$ cat config.mk
export PLATFORM = sky130hd
export DESIGN_NAME = eeprom3w_host
export DESIGN_NICKNAME = d
export VERILOG_FILES = /design/src/rtl/eeprom3w_host.sv
export SDC_FILE = /design/constraint.sdc
export NUM_CORES = 1
export LEC_CHECK = 0
export ABC_AREA = 1
export BUFFER_PORTS_ARGS = -buffer_cell sky130_fd_sc_hd__buf_4
export CAP_MARGIN = 20
export CORE_AREA = 3 3 109 111
export DETAILED_ROUTE_END_ITERATION = 10
export DIE_AREA = 0 0 112 114
export GPL_ROUTABILITY_DRIVEN = 0
export HOLD_SLACK_MARGIN = 0.08
export PLACE_DENSITY = 0.86
export RECOVER_POWER = 25
export REMOVE_ABC_BUFFERS = 1
export SLEW_MARGIN = 20
export SYNTH_ARGS = -nofsm -noshare
export SYNTH_HDL_FRONTEND = slang
export SYNTH_SLANG_ARGS = --single-unit
$ cat constraint.sdc
create_clock -name clk -period 2 [get_ports clk]
set_input_delay 0.4 -clock clk [delete_from_list [all_inputs] [get_ports clk]]
set_output_delay 0.4 -clock clk [all_outputs]
set_load 0.05 [all_outputs]
$ cat src/rtl/eeprom3w_host.sv
module eeprom3w_host #(
  parameter int CLK_DIV       = 32,
  parameter int CS_LOW_CYCLES = 32,
  parameter int BUSY_LIMIT    = 1250000,
  parameter int LEN_W         = 8
) (
  input  logic             clk,
  input  logic             rst_n,
  input  logic             cmd_valid,
  output logic             cmd_ready,
  input  logic [2:0]       cmd_op,
  input  logic [10:0]      cmd_addr,
  input  logic [15:0]      cmd_wdata,
  input  logic [LEN_W-1:0] cmd_len,
  input  logic             cmd_word,
  output logic [15:0]      rd_data,
  output logic             rd_valid,
  output logic             done,
  output logic             err,
  output logic             ee_cs,
  output logic             ee_sk,
  output logic             ee_di,
  input  logic             ee_do
);
  localparam int DW = $clog2(CLK_DIV + 1);
  localparam int CW = $clog2(CS_LOW_CYCLES + 1);
  localparam int TW = $clog2(BUSY_LIMIT + 1);

  typedef enum logic [2:0] {S_IDLE, S_SEND, S_RECV, S_GAP, S_POLL, S_END} st_t;
  st_t st;

  logic [DW-1:0]    div;
  logic [CW-1:0]    gap;
  logic [TW-1:0]    tmo;
  logic [29:0]      frm;
  logic [4:0]       nb;
  logic [3:0]       rbit;
  logic [15:0]      rx;
  logic [LEN_W-1:0] left;
  logic             word_m, is_rd, prog_q, tout;

  logic [1:0]  opc, code;
  logic        special, has_data, is_prog;
  logic [29:0] frm_new;
  logic [4:0]  nb_new;

  always_comb begin
    case (cmd_op)
      3'd0:    opc = 2'b10;
      3'd1:    opc = 2'b01;
      3'd2:    opc = 2'b11;
      default: opc = 2'b00;
    endcase
    case (cmd_op)
      3'd3:    code = 2'b11;
      3'd5:    code = 2'b10;
      3'd6:    code = 2'b01;
      default: code = 2'b00;
    endcase
  end

  assign special  = cmd_op >= 3'd3;
  assign has_data = (cmd_op == 3'd1) || (cmd_op == 3'd6);
  assign is_prog  = (cmd_op == 3'd1) || (cmd_op == 3'd2) || (cmd_op == 3'd5) || (cmd_op == 3'd6);
  assign frm_new  = cmd_word
    ? {1'b1, opc, (special ? {code, 8'b0} : cmd_addr[9:0]), cmd_wdata, 1'b0}
    : {1'b1, opc, (special ? {code, 9'b0} : cmd_addr), cmd_wdata[7:0], 8'b0};
  assign nb_new   = (cmd_word ? 5'd13 : 5'd14) + (has_data ? (cmd_word ? 5'd16 : 5'd8) : 5'd0);

  wire tick = div == DW'(CLK_DIV - 1);
  wire run  = (st == S_SEND) || (st == S_RECV) || (st == S_POLL);
  wire [15:0] rx_next = {rx[14:0], ee_do};

  assign cmd_ready = st == S_IDLE;
  assign ee_cs     = (st != S_IDLE) && !((st == S_GAP) || (st == S_END));
  assign ee_di     = (st == S_SEND) & frm[29];

  always_ff @(posedge clk or negedge rst_n) begin
    if (!rst_n) begin
      st <= S_IDLE; div <= '0; gap <= '0; tmo <= '0; frm <= '0; nb <= '0;
      rbit <= '0; rx <= '0; left <= '0; word_m <= 1'b0; is_rd <= 1'b0;
      prog_q <= 1'b0; tout <= 1'b0; ee_sk <= 1'b0;
      rd_data <= '0; rd_valid <= 1'b0; done <= 1'b0; err <= 1'b0;
    end else begin
      rd_valid <= 1'b0;
      done     <= 1'b0;
      err      <= 1'b0;
      div      <= (run && !tick) ? div + 1'b1 : '0;
      case (st)
        S_IDLE: if (cmd_valid) begin
          frm <= frm_new; nb <= nb_new; word_m <= cmd_word;
          is_rd <= cmd_op == 3'd0; prog_q <= is_prog; left <= cmd_len;
          rbit <= '0; rx <= '0; tout <= 1'b0; st <= S_SEND;
        end
        S_SEND: if (tick) begin
          ee_sk <= !ee_sk;
          if (ee_sk) begin
            if (nb != 5'd1) begin
              frm <= frm << 1;
              nb  <= nb - 1'b1;
            end else begin
              gap <= '0;
              tmo <= '0;
              st  <= is_rd ? S_RECV : (prog_q ? S_GAP : S_END);
            end
          end
        end
        S_RECV: if (tick) begin
          ee_sk <= !ee_sk;
          if (ee_sk) begin
            if (rbit == (word_m ? 4'd15 : 4'd7)) begin
              rd_data <= rx_next; rd_valid <= 1'b1; rx <= '0; rbit <= '0;
              if (left == '0) st <= S_END;
              else left <= left - 1'b1;
            end else begin
              rx <= rx_next; rbit <= rbit + 1'b1;
            end
          end
        end
        S_GAP: begin
          gap <= gap + 1'b1;
          tmo <= tmo + 1'b1;
          if (gap == CW'(CS_LOW_CYCLES - 1)) st <= S_POLL;
        end
        S_POLL: begin
          tmo <= tmo + 1'b1;
          if (tick && ee_do) begin
            gap <= '0; st <= S_END;
          end else if (tmo >= TW'(BUSY_LIMIT - 1)) begin
            tout <= 1'b1; gap <= '0; st <= S_END;
          end
        end
        S_END: begin
          gap <= gap + 1'b1;
          if (gap == CW'(CS_LOW_CYCLES - 1)) begin
            st <= S_IDLE; done <= 1'b1; err <= tout;
          end
        end
        default: st <= S_IDLE;
      endcase
    end
  end
endmodule

# --- After elaboration in Yosys (flattened, before gate mapping) ---
# Cells that the tools add are included.
word_totals:
  regBits: 122
  inputBits: 43
  out_inout_bits: 23
  elab_cells: 165
classes:
  addsub: 7
  n_lt_le_gt_ge: 2
  eq_ne: 29
  muxes: 73
  bitwise: 1
  n_reduce_logical: 35
ops:
  columns: ["op", "count"]
  rows:
  - ["$mux W30", 4]
  - ["$mux W21", 3]
  - ["$mux W15", 4]
  - ["$pmux W30 S2", 1]
  - ["$mux W3", 14]
  - ["$pmux W21 S2", 1]
  - ["$mux W8", 5]
  - ["$mux W6", 6]
  - ["$mux W5", 6]
  - ["$pmux W15 S2", 1]
  - ["$mux W27", 1]
  - ["$add A21 B1 Y21 const B", 1]
  - ["$ge A21 B21 Y1 const B", 1]
  - ["$mux W4", 5]
  - ["$pmux W3 S6", 1]
  - ["$pmux W6 S3", 1]
  - ["$ne A2 B2 Y1 const B", 8]
  - ["$pmux W8 S2", 1]
  - ["$reduce_and A4 Y1", 4]
  - ["$add A6 B1 Y6 const B", 2]
  - ["$eq A3 B2 Y1 const B", 4]
  - ["$eq A3 B3 Y1 const B", 4]
  - ["$eq A6 B5 Y1 const B", 2]
  - ["$ne A2 B1 Y1 const B", 6]
  - ["other kinds (30)", 61]

# --- Depth between registers and ports, before layout ---
# Gate-level depths: netlist (run 1).
logic_depth:
  ltp_word: 6
  mapped_depth: 12
  ltp_nobuf: 11

# --- Worst setup path after synthesis (run 1) ---
# No wires, ideal clock.
synth_path:
  path_type: "register -> output"
  start: "register st[1]"
  end: "output ee_di"
  arrival_time_ns: 1.649
  t_required_ns: 1.600
  slack_ns: -0.049
  stages_incl_launch_ff: 6
  n_path_buf: 2
  cell_sequence: "dfrtp_1 -> inv_2 -> nand3_2 -> buf_2 -> buf_2 -> nor2_1"
synth_between:
  elab_chain_cells: 2
synth_lines:
  columns: ["element", "line", "rtl"]
  rows:
  - ["start: declaration", "30", "st_t st;"]
  - ["start signal: assignment", "104", "st <= is_rd ? S_RECV : (prog_q ? S_GAP : S_END);"]
  - ["$eq A3 B1 Y1", "76", "assign ee_di = (st == S_SEND) & frm[29];"]
  - ["$and A1 B1 Y1", "76", null]
  - ["end: declaration", "22", "output logic ee_di,"]
# No other way between the ends.

# --- Worst setup path after layout (run 1) ---
layout_path:
  start: "register st[2]"
  end: "register nb[1]"
layout_between:
  elab_chain_cells: 3
  word_cells_on_any_way: 9
  cone_classes: "eq/ne: 5; mux: 1; reduce/logical: 3"
layout_lines:
  columns: ["element", "line", "rtl"]
  rows:
  - ["$eq A3 B1 Y1 / $logic_not A3 Y1 (equally long branches)", "89", "case (st)"]
  - ["$ne A2 B1 Y1 (no line), or another cell as far along", null, null]
  - ["$reduce_and A5 Y1 (no line)", null, null]
  - ["end signal: assignment", "91", "frm <= frm_new; nb <= nb_new; word_m <= cmd_word;"]
  - ["end signal: assignment", "100", "nb <= nb - 1'b1;"]
  - ["end: declaration", "36", "logic [4:0] nb;"]
# Several ways; a longest one is shown, not always the timed one.
# A chain may end at the register's enable or synchronous reset.

==> results of run 1 <==
## kinds of logic after synthesis
logic type / after synthesis / share of synthesized area [%]
multiplexers: 9 / 1.40
AO/OA/AOI/OAI: 165 / 15.1
XOR/XNOR: 20 / 2.73
buffers and inverters: 136 / 8.59
AND/OR/NAND/NOR: 332 / 22.7
flip-flops: 121 / 47.2
adder cells (fa/ha/maj): 12 / 2.34
## power by group through the flow
stage,Combinational (uW),Clock [uW],Sequential [uW]
floorplan,2150,0,3280
global placement,2920,0,3340
global route,4060,3360,3420
finish,3710,3250,3350
detailed placement,3020,0,3350
CTS,3260,3260,3330
## cells in the final DEF, fill, tap and decap left out, types with 7 or more instances in the layout
| cell type | Yosys | layout |
|---|---|---|
| a31oi_1 | 12 | 12 |
| buf_12 | 0 | 7 |
| clkbuf_16 | 0 | 18 |
| nor2_1 | 58 | 56 |
| a21oi_1 | 14 | 14 |
| nand2_1 | 177 | 175 |
| nand3_1 | 50 | 49 |
| o211ai_1 | 10 | 10 |
| o22ai_1 | 40 | 40 |
| inv_2 | 9 | 7 |
| ha_1 | 12 | 11 |
| mux2i_1 | 9 | 9 |
| xor2_1 | 18 | 18 |
| dfrtp_1 | 121 | 119 |
| o21ai_0 | 61 | 60 |
| o21ai_1 | 18 | 19 |
| buf_4 | 5 | 81 |
| nand4_1 | 7 | 7 |
| inv_1 | 99 | 99 |
| nor3_1 | 15 | 15 |
## final timing paths
path                               from           to  slack [ps]  depth (start not counted)
max in group asynchronous         rst_n       gap[2]         420                          3
min in group asynchronous         rst_n  rd_data[12]         590                          2
hold / removal             cmd_wdata[0]       frm[1]         140                          3
setup reg to reg                  st[2]        nb[1]          -4                         13
setup / recovery                  st[2]        nb[1]          -4                         13
hold reg to reg                  div[0]       div[0]         460                          1
## layout make-up
class                           instances  area, um^2  share of cell area, %
Clock buffer                           18         428                   5.34
Clock inverter                         14         196                   2.45
Inverter                              109         413                   5.15
Multi-Input combinational cell        538        2890                   36.1
Sequential cell                       121        3030                   37.8
Tap cell                              140         175                   2.18
Timing Repair Buffer                   98         881                   11.0
## routing by layer
layer,track usage (%),part of all wire [%]
met1,31.8,40
met2,43.2,50
met3,5.09,6.1
met4,10.8,3.0
met5,0,0
## state kept, by name, indices dropped and copies added, names as in the netlist
name and flops:
frm 29, tmo 21, rd_data 16, rx 15, left 8, div 6
gap 6, nb 5, rbit 4, st 3, done 1, ee_sk 1
err 1, is_rd 1, prog_q 1, rd_valid 1, tout 1, word_m 1
## metrics by stage
step,utilization (%),worst slack (ps)
6_report,73.6,-3.95
5_1_grt,73.6,-115
4_1_cts,72.0,2.94
3_5_place_dp,65.2,73.6
3_3_place_gp,65.2,188
2_1_floorplan,-,-370
## worst max-delay path: cells and delay by family, from the launching register on
family	cells	cell delay, ps
buffers and inverters	5	720
DFF	1	400
AOI/OAI and AO/OA	2	190
and+or+nand+nor	6	600
## what timing repair did
action | CTS | global route
endpoints found under the hold margin | 35 | 0
pin swaps | 2 | 6
buffers inserted | 7 | 7
setup endpoints to repair | 8 | 52
hold buffers | 1 | 0
gates resized for setup | 15 | 18
cloned | 0 | 2
==> qor.txt, run 1 <==
Status - complete, but fails checks
Failing checks - setup timing
Kind of end point of the critical path - flip-flop
Hold slack final - 145 ps
DRT Wirelength - 16.8 mm
1st-pass router iterations - 7
Core ar. - 10,900 um^2
WS Path Type - flip-flop to flip-flop
Clock latency on the worst-skew pair - 530 ps
Layout net count - 940
GRT Util Overall - 25.4%
Crit path DAT - 2440 ps
Slowest CP cell - dfrtp_1
# Max-Cap Violations - 0
Crit path max fanout - 16
Rel. slew slack - 28.6%
Synth cell count leaders - nand2_1 (177), dfrtp_1 (121), inv_1 (99)
Switch Pwr - 3820 uW
Total CTS buffers - 17
Reg power frac - 32.5%
Vias - 6,005
Clock power frac - 31.5%
EDFF count, synth - 0
Crit share post-route - 100%
Layout Area Growth over Synthesis - 24.9%
Largest net degree at the start of global routing - 40
CTS H-tree lvls - 4
Ys Warns - 0
Top cells by area, synth - dfrtp_1 (47%), nand2_1 (10%), inv_1 (5.8%)
Clk slew on worst S/H paths - 60 ps
Cell with the most instances after synthesis - nand2_1
Die width - 112 um
Vias in the first global route - 5,779
Residual DRC count - 0
Overall Power - 10,300 uW
Avg Cell Area, Syn - 8.08 um^2
Final setup margin - -3.95 ps
Setup Skew - 12.4 ps
Peak supply drop - 0.000983 V
Fin. max-slew vios - 0
Final hold vios - 0
CP required - 2440 ps
Max Root-Sink Buffers - 2
Share of layout cells above drive strength 1 - 18.7%
Post-synth ARST share - 100%
Synth unique cells - 42
Placed inst area - 7100 um^2
Gate power share - 35.9%
Leakage Power - 0.00377 uW
Post-DRT Antenna Nets - 0
Clock root cell - clkbuf_8
Cell mode on critical path - nand2_4
CP Launch Type - flip-flop
Cell internal pwr - 6490 uW
Synthesis-stage register bit count - 121
Synth Instances - 795
Rows - 38
Clock Sinks - 121
Diode count - 0
Sequential element share of the synthesized area - 47.2%
TritonCTS clock tree - built
Tmin final - 2000 ps
Largest area contributor in the netlist - dfrtp_1
IO Count - 66
Global-route wire length before repair - 26.5 mm
Final setup viols - 2
DR WL/cell - 16.2 um
# fillers - 729
Mapped Area - 6420 um^2
Critical path cell sequence - inv_2 > buf_6 > nand2_4 > nor2_4 > buf_4 > nand2_4 > o21ai_1 > nand2_1 > nand2_4 > buf_4 > clkbuf_16 > nand2_1 > o21ai_0
Pwr dens - 1290 nW/um^2
Final instance count without filler cells - 1,038
Sw Share - 37.1%
GRT Residual Overflow - 0
Starting Density - 59.0%
Vias per inst - 5.79
Post-synth top area share - 47.2%
Initial drt markers - 538
Setup TNS - -7.81 ps
Overall die area - 12,800 um^2
Die outline height - 114 um
Slew @ Worst Pin - 1070 ps
Final Instance Area - 8020 um^2
Initial antenna violation count - 0
Post-synth top flop - dfrtp_1
Class of the worst hold path - primary input to flip-flop
Placed insts - 989
DP Wirelength - 10.1 mm
Input/output buffers - 65
Achievable Freq - 499 MHz
Worst stage delay on the critical path - 400 ps
(Power assumes the default switching activity.)
==> inputs of run 2 (changes only) <==
MAX_ROUTING_LAYER = met4   (was default)
==> qor.txt, run 2 (synthesis gave the netlist of run 1 again) <==
Achievable Freq - 501 MHz (+0.43%)
Worst stage delay on the critical path - 400 ps (about the same)
Input/output buffers - 65 (unchanged)
Final setup margin - 4.59 ps (+8.54 ps)
Starting Density - 59.0% (unchanged)
Tmin final - 2000 ps (-8.54 ps)
Class of the worst hold path - primary input to flip-flop
WS Path Type - flip-flop to flip-flop
TritonCTS clock tree - built
Rel. slew slack - 28.8% (+0.24 points)
# Max-Cap Violations - 0 (unchanged)
Final hold vios - 0 (unchanged)
Diode count - 0 (unchanged)
Total CTS buffers - 17 (unchanged)
Rows - 38 (unchanged)
Max FFs per register - 29 (unchanged)
Residual DRC count - 0 (unchanged)
Peak supply drop - 0.000986 V (+0.37%)
Crit path max fanout - 16 (unchanged)
Slowest CP cell - dfrtp_1
Largest register by flop count - frm
Slew @ Worst Pin - 1070 ps (-3.65 ps)
Clock Sinks - 121 (unchanged)
Place WS - 73.6 ps (unchanged)
Die outline height - 114 um (unchanged)
CP required - 2470 ps (+30 ps)
Vias per inst - 5.79 (+0.15%)
Max Root-Sink Buffers - 2 (unchanged)
Crit path DAT - 2460 ps (+20 ps)
Die width - 112 um (unchanged)
Layout net count - 940 (unchanged)
CTS H-tree lvls - 4 (unchanged)
Largest net degree at the start of global routing - 40 (unchanged)
Global-route wire length before repair - 26.5 mm (about the same)
Vias in the first global route - 5,776 (-0.052%)
Hold slack final - 145 ps (+0.525 ps)
DP Wirelength - 10.1 mm (unchanged)
Metal-1 WL - 6.78 mm (-0.46%)
Post-DRT Antenna Nets - 0 (unchanged)
Clk slew on worst S/H paths - 60 ps (about the same)
Clock latency on the worst-skew pair - 540 ps (about the same)
# fillers - 729 (unchanged)
Final setup viols - 0 (-2)
DR WL/cell - 16.1 um (-0.46%)
Overall die area - 12,800 um^2 (unchanged)
CP Launch Type - flip-flop
Most common cell after layout, fill and taps aside - nand2_1
Setup Skew - 8.61 ps (-3.81 ps)
Initial drt markers - 533 (-0.93%)
Met3 Routed Length - 1.03 mm (about the same)
Critical path cell sequence - inv_2 > buf_6 > nand2_4 > nor2_4 > buf_4 > nand2_4 > o21ai_1 > nand2_1 > nand2_4 > buf_4 > clkbuf_16 > nand2_1 > nand2_1
Highest-count cells in the layout ignoring fill and taps - nand2_1 (175), dfrtp_1 (119), inv_1 (99), buf_4 (81), o21ai_0 (60)
DR WL met2 - 8.46 mm (-0.19%)
DRT Wirelength - 16.7 mm (-0.46%)
Sequential cell area - 3030 um^2 (unchanged)
IO Count - 66 (unchanged)
Core ar. - 10,900 um^2 (unchanged)
Layout Area Growth over Synthesis - 24.9% (unchanged)
GRT Util Overall - 26.2% (+0.76 points)
Pwr dens - 1280 nW/um^2 (about the same)
Kind of end point of the critical path - flip-flop
Share of layout cells above drive strength 1 - 18.7% (unchanged)
Crit share post-route - 99.8% (-0.43 points)
Biggest regs - frm (29), tmo (21), rd_data (16)
Initial antenna violation count - 0 (unchanged)
Status - complete, no violations
Vias - 6,014 (+0.15%)
Leakage Power - 0.00377 uW (unchanged)
DR top layer - met4
1st-pass router iterations - 6 (-1)
Multi-input logic area - 2890 um^2 (unchanged)
GRT Residual Overflow - 0 (unchanged)
Clock root cell - clkbuf_8
Fin. max-slew vios - 0 (unchanged)
run 2: metal layers:
layer / global-route usage, % / vias to the layer above
li1: - / 2812
met1: 31.8 / 2883
met2: 43.3 / 262
met3: 5.04 / 57
met4: 10.8 / 0
met5: - / -
run 2: layout make-up:
class | instances | area share, %
timing repair buffer | 98 | 11.0
multi-input combinational | 538 | 36.1
sequential | 121 | 37.8
tap | 140 | 2.18
clock buffer | 18 | 5.34
inverter | 109 | 5.15
clock inverter | 14 | 2.45
run 2: worst max-delay path: cells and delay by family, from the launching register on:
| family | cells | cell delay, ps |
|---|---|---|
| buf+inv | 5 | 710 |
| simple gates | 7 | 710 |
| flops | 1 | 400 |
| compound gates | 1 | 110 |
run 2: per-stage QoR:
stage | utilization [%] | TNS, ps | total power [uW] | std cells | instance area, um^2
CTS | 72.0 | 0 | 9840 | 1029 | 7840
floorplan | - | -6110 | 5420 | 768 | 6280
detailed placement | 65.2 | 0 | 6370 | 989 | 7100
global route | 73.6 | -643 | 10800 | 1038 | 8020
global placement | 65.2 | 0 | 6260 | 989 | 7100
finish | 73.6 | 0 | 10300 | 1038 | 8020
run 2: final timing paths:
| path | to | depth (start not counted) | slack [ps] | start |
|---|---|---|---|---|
| max in group asynchronous | gap[2] | 3 | 430 | rst_n |
| min in group asynchronous | rd_data[12] | 2 | 590 | rst_n |
| max | frm[7] | 13 | 5 | st[2] |
| min | frm[1] | 3 | 150 | cmd_wdata[0] |
| max reg2reg | frm[7] | 13 | 5 | st[2] |
| min reg2reg | div[0] | 1 | 460 | div[0] |
run 2: power breakdown:
group / internal (uW) / switching [uW] / total (uW)
sequential: 3000 / 352 / 3350
clock: 2060 / 1190 / 3250
combinational: 1430 / 2270 / 3700
total: 6490 / 3810 / 10300
run 2: timing repair:
action | in CTS | in global routing
setup buffers | 7 | 7
gates resized for setup | 15 | 18
hold buffers | 1 | 0
hold endpoints to repair | 35 | 0
cloned | 0 | 2
setup endpoints to repair | 8 | 52
pin swaps | 2 | 6
==> inputs of run 3 (changes only) <==
REMOVE_ABC_BUFFERS = default   (was 1)
==> qor.txt, run 3 (synthesis gave the netlist of run 1 again) <==
Status - complete, but fails checks
Failing checks - setup timing
Sw Share - 38.3% (+1.3 points)
Final setup viols - 5 (+5)
Multi-input logic area - 2910 um^2 (+0.69%)
Layer with the highest usage - met2
CTS H-tree lvls - 4 (unchanged)
Critical path cell sequence - inv_4 > nand2_2 > nor2_4 > nor2_2 > buf_6
Post-DRT Antenna Nets - 0 (unchanged)
Hold Path Depth - 3 (unchanged)
Input/output buffers - 65 (unchanged)
# Max-Cap Violations - 0 (unchanged)
Most common cell after layout, fill and taps aside - nand2_1
Die width - 112 um (unchanged)
Share of layout cells above drive strength 1 - 19.7% (+0.96 points)
R2R Setup Slk - -10 ps (about the same)
Max FFs per register - 29 (unchanged)
Final hold vios - 0 (unchanged)
CP top delay family - flip-flops
Gate power share - 37.8% (+1.9 points)
Kind of end point of the critical path - output pin
Initial antenna violation count - 0 (unchanged)
Max Root-Sink Buffers - 2 (unchanged)
Vias - 6,019 (+0.083%)
Setup Skew - 12.6 ps (+3.96 ps)
Clock power frac - 29.2% (-2.4 points)
Slowest CP cell - dfrtp_2
Crit path DAT - 1680 ps (-780 ps)
Die outline height - 114 um (unchanged)
Global-route wire length before repair - 26.8 mm (+0.91%)
Reg-to-Reg End - frm[17]
Crit path max fanout - 5 (-11)
Clk slew on worst S/H paths - 60 ps (about the same)
IO Count - 66 (unchanged)
Final setup margin - -75.9 ps (-80.5 ps)
Tmin final - 2080 ps (+80.5 ps)
Residual DRC count - 0 (unchanged)
Peak supply drop - 0.000746 V (-24%)
Met2 Use GR - 42.7% (-0.60 points)
1st-pass router iterations - 5 (-1)
Placed insts - 987 (-0.20%)
DP Wirelength - 9.78 mm (-3.6%)
GRT Util Overall - 26.8% (+0.60 points)
Clock Sinks - 121 (unchanged)
# fillers - 703 (-3.6%)
Worst path bufs/invs - 2 (-3)
Hold Crit Start - cmd_wdata[0]
FF-to-FF path depth - 11 (-2)
Layout Area Growth over Synthesis - 24.8% (about the same)
Class of the worst hold path - primary input to flip-flop
Leakage Power - 0.00378 uW (+0.31%)
RSZ-0062 raised after global routing - true
Biggest regs - frm (29), tmo (21), rd_data (16)
TritonCTS clock tree - built
Achievable Freq - 482 MHz (-3.9%)
Syn nets - 850
Starting Density - 59.0% (unchanged)
GR met1 Demand/Resource - 32.2% (+0.39 points)
Final Util - 73.6% (about the same)
Place WS - 99.5 ps (+25.9 ps)
DR WL/cell - 16.5 um (+2.1%)
WS Path Type - flip-flop to output pin
Diode count - 0 (unchanged)
Met3 Use GR - 6.26% (+1.2 points)
Largest net degree at the start of global routing - 53 (+33%)
GRT Residual Overflow - 0 (unchanged)
Core ar. - 10,900 um^2 (unchanged)
Total CTS buffers - 17 (unchanged)
Largest register by flop count - frm
Sequential cell area - 3030 um^2 (about the same)
Layout net count - 947 (+0.74%)
Crit share post-route - 104% (+4.0 points)
Vias per inst - 5.76 (-0.59%)
CP Launch Type - flip-flop
Rows - 38 (unchanged)
R2R Path Start - st[0]
Highest-count cells in the layout ignoring fill and taps - nand2_1 (175), dfrtp_1 (118), inv_1 (99), buf_4 (91), o21ai_0 (61)
Switch Pwr - 3920 uW (+3.0%)
Clock root cell - clkbuf_8
Initial drt markers - 587 (+10%)
Vias in the first global route - 5,681 (-1.6%)
Clock latency on the worst-skew pair - 530 ps (about the same)
DRT Wirelength - 17.2 mm (+2.7%)
Overall die area - 12,800 um^2 (unchanged)
Worst stage delay on the critical path - 480 ps (+80 ps)
Slew @ Worst Pin - 820 ps (-248 ps)
Final instance count without filler cells - 1,045 (+0.67%)
Rel. slew slack - 45.3% (+17 points)
Cell internal pwr - 6330 uW (-2.4%)
Pwr dens - 1280 nW/um^2 (-0.31%)
Reg power frac - 33.0% (+0.5 points)
Fin. max-slew vios - 0 (unchanged)
Hold EP - frm[1]
CP required - 1600 ps (-870 ps)
run 3: cell count changes in the layout (fill, tap and decap cells not counted), moves of 2 or more:
cell and delta:
buf_4 +10, buf_12 -3, bufinv_16 -2, clkbuf_1 +2, inv_6 -2, nor2_1 -2
run 3: per-layer routing:
metal | vias to the layer above | wire length, um
met5 | - | 0
met4 | 0 | 743
met3 | 68 | 1190
met2 | 286 | 8450
met1 | 2846 | 6820
li1 | 2819 | -
run 3: tightest hold or removal path: cells and delay by family:
kind | cells | cell delay, ps
simple gates | 1 | 60
buf+inv | 1 | 90
compound gates | 1 | 60
run 3: layout make-up:
type	instances	area share (%)
sequential	121	37.8
multi-input combinational	538	36.4
timing repair buffer	105	11.3
clock buffer	22	5.65
inverter	109	5.17
tap	140	2.19
clock inverter	10	1.50
run 3: how the worst max path moves through the flow:
| stage | from | to | slack, ps | cells after the start |
|---|---|---|---|---|
| 6_report | st[0] | ee_cs | -80 | 5 |
| 3_3_place_gp | div[0] | left[7] | 200 | 11 |
| 5_1_grt | st[0] | ee_cs | -90 | 5 |
| 3_5_place_dp | div[0] | left[2] | 100 | 11 |
| 4_1_cts | st[0] | cmd_ready | -4 | 4 |
| 2_1_floorplan | st[1] | ee_cs | 100 | 4 |
run 3: timing repair:
action,in CTS,in global routing
gates cloned,1,1
endpoints found under the hold margin,29,0
setup endpoints to repair,2,41
pin swaps,2,3
hold buffers,1,0
gates resized for setup,12,15
buffers inserted,5,18
run 3: through the flow:
step | TNS [ps] | cell area [um^2] | total power, uW | hold slack (ps)
finish | -169 | 8010 | 10300 | 124
detailed placement | 0 | 7100 | 6400 | 373
global route | -368 | 8010 | 10800 | 149
floorplan | 0 | 6420 | 5590 | 104
CTS | -7.24 | 7800 | 9660 | 110
global placement | 0 | 7100 | 6290 | 366
run 3: power groups by stage:
stage / registers (uW) / logic, uW / clock network, uW
after floorplan: 3280 / 2310 / 0
after global placement: 3340 / 2950 / 0
after detailed placement: 3360 / 3040 / 0
after CTS: 3340 / 3330 / 2980
after global routing: 3440 / 4260 / 3120
final: 3380 / 3880 / 3000
